==> src/rtl/epcfg_pkg.sv <==
package epcfg_pkg;

    localparam int TAG_W = 8;

    // Local register-bus byte offsets
    localparam int OFF_IDENT = 'h478;
    localparam int OFF_READY = 'h4B0;

    // Header dword indices
    localparam int HDR_DW_CMD   = 1;
    localparam int HDR_DW_IDENT = 11;

    typedef enum logic [2:0] {
        CPL_SC  = 3'b000,
        CPL_UR  = 3'b001,
        CPL_CRS = 3'b010,
        CPL_CA  = 3'b100
    } cpl_stat_e;

    typedef struct packed {
        cpl_stat_e          status;
        logic [31:0]        data;
        logic [TAG_W-1:0]   tag;
    } cpl_t;

    function automatic logic [31:0] ident_word(input logic [15:0] sub_id,
                                               input logic [15:0] sub_vid);
        return {sub_id, sub_vid};
    endfunction

endpackage

==> src/rtl/epcfg_lregs.sv <==
module epcfg_lregs
    import epcfg_pkg::*;
#(
    parameter int LB_AW = 12
) (
    input  logic             clk,
    input  logic             rst,
    input  logic             ready_strap,
    input  logic             ep_mode,
    input  logic [LB_AW-1:0] lb_addr,
    input  logic             lb_wen,
    input  logic [31:0]      lb_wdata,
    output logic [31:0]      lb_rdata,
    output logic             cfg_rdy,
    output logic [31:0]      ident_vis
);
    localparam logic [LB_AW-1:0] A_IDENT = LB_AW'(OFF_IDENT);
    localparam logic [LB_AW-1:0] A_READY = LB_AW'(OFF_READY);

    logic [15:0] sub_id_q;
    logic [15:0] sub_vid_q;
    logic        rdy_q;
    logic        hit_ident;
    logic        hit_ready;

    assign hit_ident = ep_mode && (lb_addr == A_IDENT);
    assign hit_ready = (lb_addr == A_READY);

    always_ff @(posedge clk) begin
        if (rst) begin
            rdy_q     <= ready_strap;
            sub_id_q  <= '0;
            sub_vid_q <= '0;
        end else if (lb_wen) begin
            if (hit_ready) begin
                rdy_q <= lb_wdata[0];
            end
            if (hit_ident) begin
                sub_id_q  <= lb_wdata[31:16];
                sub_vid_q <= lb_wdata[15:0];
            end
        end
    end

    always_comb begin
        lb_rdata = '0;
        if (hit_ready) begin
            lb_rdata = {31'b0, rdy_q};
        end else if (hit_ident) begin
            lb_rdata = ident_word(sub_id_q, sub_vid_q);
        end
    end

    assign cfg_rdy   = rdy_q;
    assign ident_vis = ep_mode ? ident_word(sub_id_q, sub_vid_q) : 32'b0;
endmodule

==> src/rtl/epcfg_hdr.sv <==
module epcfg_hdr
    import epcfg_pkg::*;
#(
    parameter int          DW_AW     = 10,
    parameter logic [31:0] CMD_WMASK = 32'h0000_0547
) (
    input  logic             clk,
    input  logic             rst,
    input  logic             wr_en,
    input  logic [DW_AW-1:0] dw,
    input  logic [31:0]      wdata,
    input  logic [31:0]      ident,
    output logic [31:0]      rdata,
    output logic [31:0]      cmd
);
    localparam logic [DW_AW-1:0] D_CMD   = DW_AW'(HDR_DW_CMD);
    localparam logic [DW_AW-1:0] D_IDENT = DW_AW'(HDR_DW_IDENT);

    logic [31:0] cmd_q;

    always_ff @(posedge clk) begin
        if (rst) begin
            cmd_q <= '0;
        end else if (wr_en && (dw == D_CMD)) begin
            cmd_q <= wdata & CMD_WMASK;
        end
    end

    always_comb begin
        unique case (dw)
            D_CMD:   rdata = cmd_q;
            D_IDENT: rdata = ident;
            default: rdata = '0;
        endcase
    end

    assign cmd = cmd_q;
endmodule

==> src/rtl/epcfg_cpl.sv <==
module epcfg_cpl
    import epcfg_pkg::*;
(
    input  logic clk,
    input  logic rst,
    input  logic load,
    input  cpl_t load_cpl,
    input  logic take,
    output logic pend,
    output cpl_t cur
);
    logic pend_q;
    cpl_t cpl_q;

    always_ff @(posedge clk) begin
        if (rst) begin
            pend_q <= 1'b0;
            cpl_q  <= '{status: CPL_SC, data: '0, tag: '0};
        end else if (load) begin
            pend_q <= 1'b1;
            cpl_q  <= load_cpl;
        end else if (take) begin
            pend_q <= 1'b0;
        end
    end

    assign pend = pend_q;
    assign cur  = cpl_q;
endmodule

==> src/rtl/epcfg_gate.sv <==
module epcfg_gate
    import epcfg_pkg::*;
#(
    parameter int          LB_AW     = 12,
    parameter int          DW_AW     = 10,
    parameter logic [31:0] CMD_WMASK = 32'h0000_0547
) (
    input  logic             clk,
    input  logic             rst,
    input  logic             ready_strap,
    input  logic             ep_mode,
    input  logic [LB_AW-1:0] lb_addr,
    input  logic             lb_wen,
    input  logic [31:0]      lb_wdata,
    output logic [31:0]      lb_rdata,
    input  logic             req_valid,
    output logic             req_ready,
    input  logic             req_write,
    input  logic [DW_AW-1:0] req_dw,
    input  logic [31:0]      req_wdata,
    input  logic [TAG_W-1:0] req_tag,
    output logic             cpl_valid,
    input  logic             cpl_ready,
    output logic [2:0]       cpl_status,
    output logic [31:0]      cpl_data,
    output logic [TAG_W-1:0] cpl_tag
);
    logic        cfg_rdy;
    logic [31:0] ident_vis;
    logic [31:0] hdr_rdata;
    logic [31:0] hdr_cmd;
    logic        accept;
    logic        pend;
    cpl_t        next_cpl;
    cpl_t        cur_cpl;

    epcfg_lregs #(.LB_AW(LB_AW)) i_lregs (
        .clk        (clk),
        .rst        (rst),
        .ready_strap(ready_strap),
        .ep_mode    (ep_mode),
        .lb_addr    (lb_addr),
        .lb_wen     (lb_wen),
        .lb_wdata   (lb_wdata),
        .lb_rdata   (lb_rdata),
        .cfg_rdy    (cfg_rdy),
        .ident_vis  (ident_vis)
    );

    assign req_ready = !pend;
    assign accept    = req_valid && req_ready;

    epcfg_hdr #(.DW_AW(DW_AW), .CMD_WMASK(CMD_WMASK)) i_hdr (
        .clk   (clk),
        .rst   (rst),
        .wr_en (accept && cfg_rdy && req_write),
        .dw    (req_dw),
        .wdata (req_wdata),
        .ident (ident_vis),
        .rdata (hdr_rdata),
        .cmd   (hdr_cmd)
    );

    always_comb begin
        next_cpl.tag = req_tag;
        if (cfg_rdy) begin
            next_cpl.status = CPL_SC;
            next_cpl.data   = req_write ? 32'b0 : hdr_rdata;
        end else begin
            next_cpl.status = CPL_CRS;
            next_cpl.data   = 32'b0;
        end
    end

    epcfg_cpl i_cpl (
        .clk      (clk),
        .rst      (rst),
        .load     (accept),
        .load_cpl (next_cpl),
        .take     (cpl_ready),
        .pend     (pend),
        .cur      (cur_cpl)
    );

    assign cpl_valid  = pend;
    assign cpl_status = cur_cpl.status;
    assign cpl_data   = cur_cpl.data;
    assign cpl_tag    = cur_cpl.tag;
endmodule

==> config.mk <==
export PLATFORM = sky130hd
export DESIGN_NAME = epcfg_gate
export DESIGN_NICKNAME = d
export VERILOG_FILES = /design/src/rtl/epcfg_pkg.sv /design/src/rtl/epcfg_lregs.sv /design/src/rtl/epcfg_hdr.sv /design/src/rtl/epcfg_cpl.sv /design/src/rtl/epcfg_gate.sv
export SDC_FILE = /design/constraint.sdc
export NUM_CORES = 1
export LEC_CHECK = 0
export BUFFER_PORTS_ARGS = -buffer_cell sky130_fd_sc_hd__buf_2
export CAP_MARGIN = 0
export CELL_PAD_IN_SITES_DETAIL_PLACEMENT = 1
export CELL_PAD_IN_SITES_GLOBAL_PLACEMENT = 1
export CORE_UTILIZATION = 34
export CTS_CLUSTER_SIZE = 25
export DETAILED_ROUTE_END_ITERATION = 10
export GPL_TIMING_DRIVEN = 1
export MAX_ROUTING_LAYER = met4
export PLACE_DENSITY_LB_ADDON = 0.1
export SETUP_SLACK_MARGIN = 0.02
export SYNTH_ARGS = -nofsm -noshare
export SYNTH_HDL_FRONTEND = slang
export SYNTH_SLANG_ARGS = --single-unit
==> constraint.sdc <==
create_clock -name clk -period 2.3 [get_ports clk]
set_input_delay 0.115 -clock clk [delete_from_list [all_inputs] [get_ports clk]]
set_output_delay 0.115 -clock clk [all_outputs]
set_load 0.02 [all_outputs]
# Word level (Yosys, flattened, before mapping)
# Index checks and enable logic that the tools add are counted.
# totals
ff_bits	83
# classes
muxes	11
n_reduce_logical	11
eq_ne	4
# ops
operator	n
32-bit 2-to-1 mux	4
32-bit one-hot mux with 2 select lines	1
34-bit 2-to-1 mux	1
12-bit by 11-bit equality test with 1-bit output, second input constant	2
10-bit by 1-bit equality test with 1-bit output, second input constant	1
10-bit by 4-bit equality test with 1-bit output, second input constant	1
2-bit nonzero test	3
1-bit logical AND	5
1-bit 2-to-1 mux	5
2-bit AND reduction	2
1-bit logical NOT	1

# Depth between registers and ports, before layout
# depth
word_depth	5
mapped_depth	6

# Hierarchy
# A second synthesis with hierarchy kept.
# unflattened
cells_unflattened	512
hier_area_um2	4720.8
# modules_own_cells
module	cells_per_inst	n_inst	seq_area_each_um2	area_per_inst_um2
epcfg_lregs	223	1	670.6	1994.4
epcfg_cpl	143	1	880.8	1600.3
epcfg_hdr	103	1	120.1	788.3
epcfg_gate	43	1	0.0	337.8

# Least setup slack after synthesis
# Ideal clock, no wire load.
# synth_timing
kind	register -> register
from	reg i_cpl.pend_q, in the netlist i_cpl.pend
to	reg i_cpl.cpl_q (netlist bit i_cpl.cur[10])
period_less_slack_ns	1.443
t_required_ns	2.174
t_arrival_ns	1.318
path_stages_with_launch	7
path_slack_ns	0.857
setup_ns	0.126
path_cell_list	dfxtp_1 > and3b_1 > buf_2 > and4_1 > buf_2 > a22oi_1 > o21ai_0
# synth_via
elab_chain_len	2
# synth_lines
element	line	source
from (decl)	epcfg_cpl.sv:12	logic pend_q;
from (signal assigned)	epcfg_cpl.sv:17	pend_q <= 1'b0;
from (signal assigned)	epcfg_cpl.sv:20	pend_q <= 1'b1;
from (signal assigned)	epcfg_cpl.sv:23	pend_q <= 1'b0;
1-bit logical NOT	epcfg_gate.sv:50	assign req_ready = !pend;
1-bit logical AND	epcfg_gate.sv:51	assign accept = req_valid && req_ready;
to (signal assigned)	epcfg_cpl.sv:18	cpl_q <= '{status: CPL_SC, data: '0, tag: '0};
to (signal assigned)	epcfg_cpl.sv:21	cpl_q <= load_cpl;
to (decl)	epcfg_cpl.sv:13	cpl_t cpl_q;
# No other way between the ends.
# A chain may end at the register's enable or synchronous reset.

# Final worst setup path
# layout_timing
from	in lb_addr[0]
to	out lb_rdata[2]
# layout_via
elab_chain_len	4
word_cells_on_any_way	5
# layout_lines
element	line	source
from (decl)	epcfg_gate.sv:12	input logic [LB_AW-1:0] lb_addr,
12-bit by 11-bit equality test with 1-bit output	epcfg_lregs.sv:26	assign hit_ident = ep_mode && (lb_addr == A_IDENT);
1-bit logical AND	epcfg_lregs.sv:26	
32-bit 2-to-1 mux	epcfg_lregs.sv:49	end else if (hit_ident) begin
32-bit 2-to-1 mux (*)	epcfg_lregs.sv:47	if (hit_ready) begin
to (decl)	epcfg_gate.sv:15	output logic [31:0] lb_rdata,
# Mark *: on every way between the ends. The rest lies on a longest branch, timed or not.

==> out/qor.csv <==
stage,metric,value,unit
synth,synth_area_leaders,"dfxtp_1, nand2_1, a21oi_1, and2_1, a22o_2",
cells_and_area,antennaDiodeCount,0,
setup_path,rr_startpoint,i_cpl.pend,
synth,syn_area_per_cell,9.20,µm²
floorplan,die_h,99.5,µm
cells_and_area,num-fill-cells,1152,
routing,drc,0,
setup_path,slowest_stage,and4bb_2,
setup_path,cp_max_fo,23,
grt,grt.total_usage,0.205,
synth,synth_top_family_by_area,simple AND/OR/NAND/NOR gates,
cells_and_area,area_growth,39.4,%
synth,synth-seq-cells,81,
floorplan,die_area,9900,µm²
floorplan,row_count,35,
cts,cts_root_buf,clkbuf_8,
setup_path,rr_worst_depth,5,
synth,synth_simple_gate_area_frac,0.240,
cells_and_area,drive_above_1_share,0.381,
setup_path,cpPeakStageDelay,0.46,ns
synth,yosysWarnings,0,
setup_path,cp_top_family,simple AND/OR/NAND/NOR gates,
grt,grt_pass1_wl,15200,µm
routing,wl_per_cell,14.6,µm
power,p_leak,2.07,nW
timing,hold_viol,0,
setup_path,endpoint_kind,output pin,
cells_and_area,fin_util,0.487,
setup_path,crit_path_end,lb_rdata[2],
routing,routed_via_density,4.73,
placed_design,hpwl,6620,µm
timing,period_share,0.743,
worst_hold_path,worstHoldPathType,primary input to flop,
cts,clock_sinks,81,
setup_path,reg2reg_to,i_cpl.cur[35],
routing,first_iter_violations,54,
cells_and_area,final_cell_area,4500,µm²
cts,cts_resized,0,
synth,netlist.area_leader.share,0.496,
synth,yosys.area_share.xor_xnor,0,
floorplan,dieWidth,99.5,µm
cts,clk_path_buf_depth,2,
timing,clock_skew,0.0135,ns
synth,ys_types,42,
outcome,run_status,completed,
synth,synth_top_area_cell,dfxtp_1,
power,vdd_ir_drop_max,0.000214,V
power,power_density,588,nW/µm²
placed_design,port_buffers,150,
setup_path,crit_cells,7,
timing,final.setup.tns,0,ns
grt,antenna_found_initial,0,
routing,first_pass_iters,4,
setup_path,path_class,primary input to output pin,
cells_and_area,nNetsFinal,625,
setup_path,critPathLaunch,lb_addr[0],
grt,grt_pass1_vias,3183,
floorplan,coreArea,9240,µm²
timing,rsz0062_at_grt,no,
grt,grt_overflow_total,0,
cts,cts_tree,yes,
floorplan,start_util,0.350,
setup_path,required,2.18,ns
timing,finalSetupViolCount,0,
routing,totalWireLength,9550,µm
setup_path,crit_buf_inv,3,
cts,cts.clk_slew.worst_paths,0.08,ns
setup_path,startpoint_type,primary input,
timing,slew_violations,0,
timing,fmax,0.585,GHz
grt,grt_max_degree,33,
synth,synthAdderAreaFrac,0,
synth,ys_seq_area_frac,0.505,
cts,clock_latency,0.35,ns
placed_design,finalWeightedCongestion,0.716,
routing,ant_nets,0,
setup_path,crit_arrival,1.59,ns
cts,cts_buffers,9,
placed_design,placed_cell_area,4060,µm²
synth,syn_inst,351,
setup_path,crit_chain,buf_2 -> and4bb_2 -> nand2_1 -> and4bb_2 -> buf_12 -> and2_1 -> buf_2,
setup_path,reg2reg_slack,0.75,ns
timing,finalCriticalPeriod,1.71,ns
routing,vias,3100,
job,drv_cap,0,
synth,synth_compound_area_frac,0.170,
cts,htree_num_levels,3,
synth,syn_area,3230,µm²
floorplan,io_pins,179,
synth,synth.area.mux_share,0.0221,
-- synthesized netlist by cell type (all sizes together) --
cell,instances
a211oi,1
nand4,4
and4bb,2
nand3b,2
nor2b,1
dfxtp,80
clkbuf,9
a22oi,6
a22o,26
nand3,2
mux2i,6
buf,17
nor3,2
and2,31
nor4,2
nor4b,1
mux2,1
and3b,2
nor2,12
and4b,1
or2,1
conb,1
o21bai,1
and4,2
a21oi,40
nor3b,1
o2bb2ai,1
edfxtp,1
o21ai,6
nand2,82
inv,7
-- layer usage --
| layer | up-vias | wire length (µm) | track usage |
|---|---|---|---|
| li1 | 1526 | - | - |
| met1 | 1474 | 4080 | 0.221 |
| met2 | 88 | 4910 | 0.371 |
| met3 | 12 | 471 | 0.0471 |
| met4 | 0 | 89 | 0.0701 |
| met5 | - | 0 | - |
-- stage by stage --
step	hold WS (ns)	worst slack [ns]	cells	power [mW]
6_report	0.0136	0.591	656	2.65
5_1_grt	0.000318	0.481	656	2.77
4_1_cts	0.000314	0.572	655	2.69
3_5_place_dp	0.310	0.575	615	1.64
3_3_place_gp	0.304	0.578	615	1.64
2_1_floorplan	0.214	0.857	352	1.54
-- cell usage in the layout (no fill, tap or decap), types with 3 or more instances in the layout --
master,Yosys,final
nand2_1,82,82
o21ai_0,4,4
clkbuf_8,0,9
a22o_2,17,17
mux2i_1,6,6
buf_2,5,150
buf_4,3,9
dlygate4sd3_1,0,26
inv_1,7,7
a21oi_1,40,40
nand4_1,3,3
and2_1,31,31
a22oi_1,6,6
a22o_1,9,9
dfxtp_1,80,80
nor2_1,10,10
-- logic make-up after synthesis --
family                 count (synthesis)
AND/OR/NAND/NOR                      148
AO/OA/AOI/OAI                         81
flip-flops                            81
buffers and inverters                 33
multiplexers                           7
other                                  1
-- sequential cells by signal (all words and copies together) (netlist names) --
signal,count
i_cpl.cur,41
i_lregs.sub_id_q,16
i_lregs.sub_vid_q,16
i_hdr.cmd,6
i_cpl.pend,1
i_lregs.cfg_rdy,1
-- worst register-to-register path, stage by stage, from the launching register on --
cell	delay [ns]
dfxtp_1	0.37
and3b_1	0.36
nand3_2	0.13
nor2_4	0.10
buf_4	0.32
a22o_2	0.22
-- area by class of cell --
class,instances,area (µm²),share of cell area
clock buffer,10,128,0.0283
clock inverter,5,57.6,0.0128
sequential,81,1630,0.362
tap,129,161,0.0358
timing repair buffer,186,1100,0.244
multi-input combinational,238,1400,0.311
inverter,7,26.3,0.00583
-- how the worst min path moves through the flow --
stage,from,to,slack [ns],cells after the start
floorplan,cpl_ready,i_cpl.pend,0.21,1
global placement,cpl_ready,i_cpl.pend,0.30,2
detailed placement,cpl_ready,i_cpl.pend,0.31,2
CTS,lb_wdata[26],i_lregs.sub_id_q[10],0.0003,3
global route,lb_wdata[30],i_lregs.sub_id_q[14],0.0003,3
finish,lb_wdata[1],i_lregs.sub_vid_q[1],0.01,3
-- repair_timing --
item	in CTS	in global routing
hold buffers	25	1
buffers inserted	0	0
endpoints found under the hold margin	25	1
-- report_power, final --
part / switching, mW / leakage [nW] / internal (mW)
logic: 0.110 / 1.31 / 0.106
clock network: 0.511 / 0.0961 / 0.497
registers: 0.00738 / 0.656 / 1.42
(Power assumes the default switching activity.)
